## src/rtl/hl_pwm_pkg.sv

```systemverilog
package hl_pwm_pkg;
    localparam int NUM_CH    = 2;
    localparam int DATA_W    = 32;
    localparam int CNT_W     = 16;
    localparam int DIV_W     = 7;
    localparam int SEL_W     = 2;
    localparam int NUM_SRC   = 1 << SEL_W;
    localparam logic [DATA_W-1:0] CTRL_MASK = 32'h00FF_FFF3;

    typedef enum logic [1:0] {
        ST_OFF  = 2'd0,
        ST_HIGH = 2'd1,
        ST_LOW  = 2'd2
    } phase_e;

    function automatic int en_bit(input int ch);
        return ch;
    endfunction
    function automatic int sel_lsb(input int ch);
        return 4 + SEL_W * ch;
    endfunction
    function automatic int div_lsb(input int ch);
        return 8 + 8 * ch;
    endfunction
    function automatic int clken_bit(input int ch);
        return 15 + 8 * ch;
    endfunction
endpackage

```

## src/rtl/hl_pwm_regs.sv

```systemverilog
module hl_pwm_regs
    import hl_pwm_pkg::*;
#(
    parameter int ADDR_W = 4
) (
    input  logic                     clk,
    input  logic                     rst_n,
    input  logic                     wr_en,
    input  logic [ADDR_W-1:0]        addr,
    input  logic [DATA_W-1:0]        wdata,
    output logic [DATA_W-1:0]        rdata,
    output logic [NUM_CH-1:0][DATA_W-1:0] cnt_regs,
    output logic [DATA_W-1:0]        ctrl_reg
);
    localparam int WORD_W = ADDR_W - 2;

    logic [WORD_W-1:0] word;
    assign word = addr[ADDR_W-1:2];

    always_ff @(posedge clk or negedge rst_n) begin
        if (!rst_n) begin
            cnt_regs <= '0;
            ctrl_reg <= '0;
        end else if (wr_en) begin
            if (word == WORD_W'(NUM_CH))
                ctrl_reg <= wdata & CTRL_MASK;
            else if (word < WORD_W'(NUM_CH))
                cnt_regs[word[0]] <= wdata;
        end
    end

    always_comb begin
        rdata = '0;
        if (word == WORD_W'(NUM_CH))
            rdata = ctrl_reg;
        else if (word < WORD_W'(NUM_CH))
            rdata = cnt_regs[word[0]];
    end

    // bits outside the mask never hold a one
    a_r1_unused_zero: assert property (@(posedge clk) disable iff (!rst_n)
        (ctrl_reg & ~CTRL_MASK) == '0);
    // a count write is stored as given
    a_r1_count_store: assert property (@(posedge clk) disable iff (!rst_n)
        (wr_en && word == '0) |=> cnt_regs[0] == $past(wdata));
endmodule

```

## src/rtl/hl_pwm_prescale.sv

```systemverilog
module hl_pwm_prescale
    import hl_pwm_pkg::*;
(
    input  logic               clk,
    input  logic               rst_n,
    input  logic               run,
    input  logic [SEL_W-1:0]   sel,
    input  logic [DIV_W-1:0]   div,
    input  logic [NUM_SRC-1:0] src,
    output logic               tick
);
    logic [DIV_W-1:0] pc_q;
    logic             strobe;

    assign strobe = src[sel];
    assign tick   = run && strobe && (pc_q >= div);

    always_ff @(posedge clk or negedge rst_n) begin
        if (!rst_n)
            pc_q <= '0;
        else if (!run)
            pc_q <= '0;
        else if (strobe)
            pc_q <= tick ? '0 : pc_q + DIV_W'(1);
    end

    // the divider count restarts after every tick
    a_r3_wrap: assert property (@(posedge clk) disable iff (!rst_n)
        tick |=> pc_q == '0);
    // the count is cleared while the channel is stopped
    a_r3_idle_clear: assert property (@(posedge clk) disable iff (!rst_n)
        !run |=> pc_q == '0);
endmodule

```

## src/rtl/hl_pwm_phase_fsm.sv

```systemverilog
module hl_pwm_phase_fsm
    import hl_pwm_pkg::*;
(
    input  logic             clk,
    input  logic             rst_n,
    input  logic             run,
    input  logic             tick,
    input  logic [CNT_W-1:0] hi_cnt,
    input  logic [CNT_W-1:0] lo_cnt,
    output logic             pwm_out
);
    phase_e           state_q, state_d;
    logic [CNT_W-1:0] ctr_q, ctr_d;
    logic [CNT_W-1:0] hi_q, hi_d;
    logic [CNT_W-1:0] lo_q, lo_d;
    logic             start;

    always_comb begin
        state_d = state_q;
        ctr_d   = ctr_q;
        hi_d    = hi_q;
        lo_d    = lo_q;
        start   = 1'b0;
        unique case (state_q)
            ST_OFF: begin
                if (run) start = 1'b1;
            end
            ST_HIGH: begin
                if (tick) begin
                    if (ctr_q == hi_q - CNT_W'(1)) begin
                        if (lo_q == '0) begin
                            start = 1'b1;
                        end else begin
                            state_d = ST_LOW;
                            ctr_d   = '0;
                        end
                    end else begin
                        ctr_d = ctr_q + CNT_W'(1);
                    end
                end
            end
            ST_LOW: begin
                if (tick) begin
                    if (lo_q == '0 || ctr_q == lo_q - CNT_W'(1))
                        start = 1'b1;
                    else
                        ctr_d = ctr_q + CNT_W'(1);
                end
            end
            default: state_d = ST_OFF;
        endcase
        if (start) begin
            hi_d    = hi_cnt;
            lo_d    = lo_cnt;
            ctr_d   = '0;
            state_d = (hi_cnt == '0) ? ST_LOW : ST_HIGH;
        end
        if (!run) begin
            state_d = ST_OFF;
            ctr_d   = '0;
        end
    end

    always_ff @(posedge clk or negedge rst_n) begin
        if (!rst_n) begin
            state_q <= ST_OFF;
            ctr_q   <= '0;
            hi_q    <= '0;
            lo_q    <= '0;
        end else begin
            state_q <= state_d;
            ctr_q   <= ctr_d;
            hi_q    <= hi_d;
            lo_q    <= lo_d;
        end
    end

    always_comb begin
        pwm_out = (state_q == ST_HIGH) && run;
    end

    // a stopped channel is off on the next cycle
    a_r6_stop_to_off: assert property (@(posedge clk) disable iff (!rst_n)
        !run |=> state_q == ST_OFF);
    // a running channel leaves the off state at once
    a_r7_leave_off: assert property (@(posedge clk) disable iff (!rst_n)
        (state_q == ST_OFF && run) |=> state_q != ST_OFF);
    // the high-phase counter stays below the latched count
    a_r2_high_bound: assert property (@(posedge clk) disable iff (!rst_n)
        state_q == ST_HIGH |-> ctr_q < hi_q);
    // with a zero low count the high phase never ends
    a_r5_hold_high: assert property (@(posedge clk) disable iff (!rst_n)
        (state_q == ST_HIGH && lo_q == '0 && hi_cnt != '0 && run)
        |=> state_q == ST_HIGH);
endmodule

```

## src/rtl/dual_hl_pwm.sv

```systemverilog
module dual_hl_pwm
    import hl_pwm_pkg::*;
#(
    parameter int ADDR_W = 4
) (
    input  logic                clk,
    input  logic                rst_n,
    input  logic                wr_en,
    input  logic [ADDR_W-1:0]   addr,
    input  logic [DATA_W-1:0]   wdata,
    output logic [DATA_W-1:0]   rdata,
    input  logic [NUM_SRC-1:0]  tick_src,
    output logic [NUM_CH-1:0]   pwm_out
);
    logic [NUM_CH-1:0][DATA_W-1:0] cnt_regs;
    logic [DATA_W-1:0]             ctrl_reg;

    hl_pwm_regs #(.ADDR_W(ADDR_W)) u_regs (
        .clk      (clk),
        .rst_n    (rst_n),
        .wr_en    (wr_en),
        .addr     (addr),
        .wdata    (wdata),
        .rdata    (rdata),
        .cnt_regs (cnt_regs),
        .ctrl_reg (ctrl_reg)
    );

    for (genvar ch = 0; ch < NUM_CH; ch++) begin : g_ch
        logic run;
        logic tick;
        assign run = ctrl_reg[en_bit(ch)] && ctrl_reg[clken_bit(ch)];

        hl_pwm_prescale u_pre (
            .clk   (clk),
            .rst_n (rst_n),
            .run   (run),
            .sel   (ctrl_reg[sel_lsb(ch) +: SEL_W]),
            .div   (ctrl_reg[div_lsb(ch) +: DIV_W]),
            .src   (tick_src),
            .tick  (tick)
        );

        hl_pwm_phase_fsm u_fsm (
            .clk     (clk),
            .rst_n   (rst_n),
            .run     (run),
            .tick    (tick),
            .hi_cnt  (cnt_regs[ch][DATA_W-1 -: CNT_W]),
            .lo_cnt  (cnt_regs[ch][CNT_W-1:0]),
            .pwm_out (pwm_out[ch])
        );
    end
endmodule

```

## config.mk

```make
export PLATFORM = sky130hd
export DESIGN_NAME = dual_hl_pwm
export DESIGN_NICKNAME = d
export VERILOG_FILES = /design/src/rtl/hl_pwm_pkg.sv /design/src/rtl/hl_pwm_regs.sv /design/src/rtl/hl_pwm_prescale.sv /design/src/rtl/hl_pwm_phase_fsm.sv /design/src/rtl/dual_hl_pwm.sv
export SDC_FILE = /design/constraint.sdc
export NUM_CORES = 1
export LEC_CHECK = 0
export BUFFER_PORTS_ARGS = -buffer_cell sky130_fd_sc_hd__clkbuf_2
export CORE_MARGIN = 2
export CORE_UTILIZATION = 26
export CTS_CLUSTER_SIZE = 8
export DETAILED_ROUTE_END_ITERATION = 7
export GPL_TIMING_DRIVEN = 0
export PLACE_DENSITY = 0.53
export SETUP_SLACK_MARGIN = 0.02
export SYNTH_ARGS = -nofsm -noshare
export SYNTH_HDL_FRONTEND = slang
export SYNTH_SLANG_ARGS = --single-unit
```

## constraint.sdc

```tcl
create_clock -name clk -period 3.47 [get_ports clk]
set_clock_uncertainty 0.2 [all_clocks]
set_input_delay 0.1735 -clock clk [delete_from_list [all_inputs] [get_ports clk]]
set_output_delay 0.1735 -clock clk [all_outputs]
set_load 0.005 [all_outputs]
```

Yosys cells after proc, flatten, opt, wreduce, memory -nomap -nowiden:

Cells that the tools add are included.

* flip-flop bits (word level): 200
* logic and storage cells: 142
* output and inout bits: 34

* add/subtract/negate cells: 8
* $lt $le $gt $ge: 7
* bitwise operators: 1
* reduce and logical (&&, ||, !) cells: 25
* multiplexer cells: 61
* equality and inequality tests: 27

Operators by type and width (number)
* 16-bit 2-to-1 mux: 14
* 32-bit 2-to-1 mux: 5
* 64-bit bitwise mux: 1
* 16-bit equality test: 4
* 16-bit zero test: 4
* 16-bit one-hot mux with 2 select lines: 2
* 16-bit by 1-bit subtractor with 16-bit output, second input constant: 4
* 4-bit != test, second input constant: 12
* 7-bit 2-to-1 mux: 6
* 16-bit by 1-bit adder with 16-bit output, second input constant: 2
* 32-bit demux with 1-bit select: 1
* 2-bit 2-to-1 mux: 12
* 7-bit by 1-bit adder with 7-bit output, second input constant: 2
* 7-bit >= comparator: 2
* 1-bit 2-to-1 mux: 14
* 5-bit != test, second input constant: 2
* 5-bit AND reduction: 2
* 1-bit logical AND: 9
* 2-bit one-hot mux with 2 select lines: 2
* 4-bit AND reduction: 2
* 2-bit equality test, second input constant: 3
* 2-bit by 3-bit less-than comparator with 1-bit output, second input constant: 2
* 3-bit != test, second input constant: 2
* 1-bit one-hot mux with 3 select lines: 2
* other kinds (12): 18

Logic depth before layout (Yosys ltp):

* word-level depth: 8
* gate-level depth with buffers: 14
* depth with buffers taken out: 11

Cells and area by module:

A second synthesis with hierarchy kept.

* cell total of the unflattened synthesis: 1214
* area, all modules: 12816.0 sq um

By module, submodules not included
* hl_pwm_phase_fsm at g_ch[1].u_fsm: instances 1, area an instance 3942.5 sq um, seq. area each 1251.2 sq um, cells each 414
* hl_pwm_regs: instances 1, area an instance 3906.2 sq um, seq. area each 2152.1 sq um, cells each 269
* hl_pwm_phase_fsm at g_ch[0].u_fsm: instances 1, area an instance 3751.1 sq um, seq. area each 1251.2 sq um, cells each 389
* hl_pwm_prescale: instances 2, area an instance 601.8 sq um, seq. area each 175.2 sq um, cells each 70
* dual_hl_pwm: instances 1, area an instance 12.5 sq um, seq. area each 0.0 sq um, cells each 2

Worst setup path after synthesis:

No wires, ideal clock.

* path kind: register to register
* start: reg g_ch[0].u_fsm.hi_q[0]
* end: reg g_ch[0].u_fsm.lo_q[10]
* slack: -347 ps
* data required time: 3145 ps
* stages on the path, launching flop included: 14
* setup time: 125 ps
* arrival time: 3493 ps
* cell sequence: dfrtp_1 > clkbuf_1 > inv_1 > ha_1 > buf_2 > or4b_4 > or3_1 > a211oi_1 > a2bb2o_1 > or4_4 > o21ai_4 > o2bb2ai_4 > buf_4 > mux2_2

* cells in the longest elaborated chain, start to end: 5

RTL lines
* start, declared: line hl_pwm_phase_fsm.sv:14 `logic [CNT_W-1:0] hi_q, hi_d;`
* start signal, assigned: line hl_pwm_phase_fsm.sv:73 `hi_q <= hi_d;`
* 16-bit by 1-bit subtractor with 16-bit output: line hl_pwm_phase_fsm.sv:30 `if (ctr_q == hi_q - CNT_W'(1)) begin`
* 16-bit equality test: line hl_pwm_phase_fsm.sv:30
* 1-bit 2-to-1 mux: line hl_pwm_phase_fsm.sv:30
* 1-bit 2-to-1 mux: line hl_pwm_phase_fsm.sv:29 `if (tick) begin`
* 1-bit one-hot mux with 3 select lines: line hl_pwm_phase_fsm.sv:24 `unique case (state_q)`
* end signal, assigned: line hl_pwm_phase_fsm.sv:74 `lo_q <= lo_d;`
* end, declared: line hl_pwm_phase_fsm.sv:15 `logic [CNT_W-1:0] lo_q, lo_d;`

Every way passes these cells.
A chain may end at the register's enable or synchronous reset.

Final worst setup path:

* start: reg g_ch[0].u_fsm.hi_q[0]
* end: reg g_ch[0].u_fsm.lo_q[8]

The elaborated chain is that of the path after synthesis.

==> flow_metrics.tcl <==
set metrics [dict create \
    overflow 0 \
    cts_max_level 4 \
    ys_seq_area_share_pct 40.3 \
    worstPathArrival_ns 4.00 \
    worst_slack_ns -0.392 \
    syn-mean-instance-area_um2 10.2 \
    post-route-period-util_pct 111 \
    gp_congestion 0.876 \
    synthTopCellsByArea "dfrtp_1 40%, mux2_2 10%, xnor2_1 3.6%" \
    drv_cap 0 \
    mappedNetlistArea_um2 12400 \
    syn-num-nets 1286 \
    synthToLayoutAreaGrowth_pct 25.3 \
    io_pins 77 \
    path_clk_slew_ns 0.07 \
    endpoint_kind "flip-flop" \
    antenna_left 0 \
    drive_gt1_share_pct 29.7 \
    dieArea_um2 49600 \
    wl_per_cell_um 18.6 \
    p_leak_nw 6.57 \
    critPathKind "flip-flop to flip-flop" \
    grt_max_degree 102 \
    fill_cells 4837 \
    worstPathRequired_ns 3.60 \
    n_antenna_cell 0 \
    nets 1446 \
    yosysTopAreaCell "dfrtp_1" \
    setup_viol 100 \
    clockBufferDepth 2 \
    ys_top_cells_by_count "200 x dfrtp_1, 115 x mux2_2, 72 x o21ai_0" \
    synth_cell_types 82 \
    yosys_warnings 0 \
    antenna_found_initial 0 \
    synth.most_common_cell "dfrtp_1" \
    largest_reg_flops 64 \
    ys_async_sr_fraction_pct 100 \
    cts_sinks 200 \
    synth_enable_flop_cells 0 \
    crit_fanout 5 \
    regMostFlops "u_regs.cnt_regs" \
    cts_made_buffers 17 \
    dp_hpwl_um 27400 \
    grt_setup_unrepaired "yes" \
    dr.pass1.iters 6 \
    via_count 10100 \
    worstSetupStartpointType "flip-flop" \
    max-vdd-ir-drop_v 0.000377 \
    via_per_inst 5.05 \
    layout.cells.non_filler 2000 \
    drt_wl_total_um 37200 \
    die-width_um 223 \
    power.density_nw_per_um2 647 \
    max_slew_margin_pct 35.1 \
    ys.flop_type "dfrtp_1" \
    port-buffer-count 72 \
    tightestPinTransition_ns 0.973 \
    drt_iter0_drc 723 \
    failed_checks "setup timing" \
    period_needed_ns 3.86 \
    total_power_mw 10.1 \
    grt_pass1_vias 10100 \
    clock_latency_ns 0.45 \
    start_util_pct 26.2 \
    rows 80 \
    hold_class "primary input to asynchronous set/reset pin" \
    hold_viol 0 \
    slew_viol_final 0 \
    core_area_um2 47400 \
    cts_tree "done" \
    die_h_um 223 \
    clockRootBuffer "clkbuf_16" \
    max_freq_mhz 259 \
    yosysTopAreaCellShare_pct 40.3 \
    grt_first_pass_wirelength_um 58300 \
    status "complete, but fails checks" \
    dp.cells 1901 \
    syn_inst 1213 \
    grt_usage_pct 15.1 \
    ys_seq_elements 200 \
    drc 0 \
]
==> where the power goes <==
part	total [mW]	switching [mW]	internal (mW)
Combinational	4.25	2.03	2.22
Sequential	3.78	0.890	2.89
Clock	2.05	0.925	1.12
==> cell families after synthesis <==
kind of cell | after synthesis | synth area share [%]
and+or+nand+nor | 380 | 17.3
muxes | 190 | 17.8
AOI/OAI and AO/OA | 205 | 11.4
DFF | 200 | 40.3
adders and majority gates | 30 | 3.02
xor gates and xnor gates | 79 | 5.57
buffers and inverters | 129 | 4.64
==> path summary, 6_finish.rpt <==
path / slack [ns] / startpoint / end / cells past startpoint
setup / recovery: -0.39 / g_ch[0].u_fsm.hi_q[0] / g_ch[0].u_fsm.lo_q[8] / 12
hold / removal: 0.19 / rst_n / g_ch[1].u_fsm.ctr_q[14] / 2
setup reg to reg: -0.39 / g_ch[0].u_fsm.hi_q[0] / g_ch[0].u_fsm.lo_q[8] / 12
hold reg to reg: 0.34 / u_regs.ctrl_reg[21] / u_regs.ctrl_reg[21] / 1
max in group asynchronous: 1.86 / rst_n / g_ch[0].u_fsm.hi_q[1] / 3
min in group clk: 0.22 / tick_src[2] / g_ch[0].u_pre.pc_q[0] / 5
==> stage by stage <==
step | hold slack [ns] | worst slack, ns | area, µm² | util [%] | setup TNS, ns
final | 0.185 | -0.392 | 15600 | 32.8 | -29.73
after global routing | 0.265 | -0.474 | 15600 | 32.8 | -39.03
after CTS | 0.210 | -0.393 | 15400 | 32.4 | -32.06
after detailed placement | 0.143 | -0.578 | 13800 | 29.1 | -47.41
after global placement | 0.222 | -2.11 | 13800 | 29.0 | -461.80
after floorplan | -0.322 | -0.269 | 12600 | - | -13.47
==> placed cells by master (no fill, tap or decap), drive strengths merged, types with 34 or more instances in the layout <==
| cell type | count |
|---|---|
| nor3 | 34 |
| nor4 | 35 |
| buf | 64 |
| nand2 | 68 |
| nand3 | 47 |
| inv | 55 |
| dlygate4sd3 | 34 |
| mux2i | 42 |
| dfrtp | 200 |
| clkbuf | 141 |
| o21ai | 75 |
| mux2 | 146 |
| xnor2 | 51 |
| nor2 | 49 |
==> worst max-delay path, cell delays in order (launching register included) <==
cell       delay [ns]
dfrtp_2          0.45
inv_4            0.07
ha_4             0.13
or4b_4           0.48
or3_4            0.42
a211oi_4         0.27
a2bb2o_4         0.24
or4_4            0.46
o21ai_4          0.22
o2bb2ai_4        0.21
buf_12           0.17
buf_8            0.13
mux2_4           0.30
==> repair_timing <==
item,in CTS,in global routing
cloned,6,0
gates resized for setup,86,67
hold endpoints to repair,185,0
hold buffers,34,0
pin swaps,19,24
buffers inserted,31,13
endpoints found under the setup margin,100,100
==> cell type report <==
| cell class | instances | area, µm² | share of cell area [%] |
|---|---|---|---|
| multi-input combinational | 884 | 7400 | 47.5 |
| sequential | 200 | 5010 | 32.2 |
| timing repair buffer | 152 | 1220 | 7.81 |
| tap | 615 | 769 | 4.94 |
| clock buffer | 22 | 474 | 3.04 |
| buffer | 65 | 395 | 2.54 |
| inverter | 53 | 204 | 1.31 |
| clock inverter | 9 | 114 | 0.731 |
==> routing by layer <==
| metal | global-route usage (%) | wire length, µm |
|---|---|---|
| met5 | 0 | 0 |
| met4 | 3.66 | 585 |
| met3 | 2.14 | 1090 |
| met2 | 26.7 | 19000 |
| met1 | 19.3 | 16500 |
No activity file was read; power rests on OpenSTA's default activity.
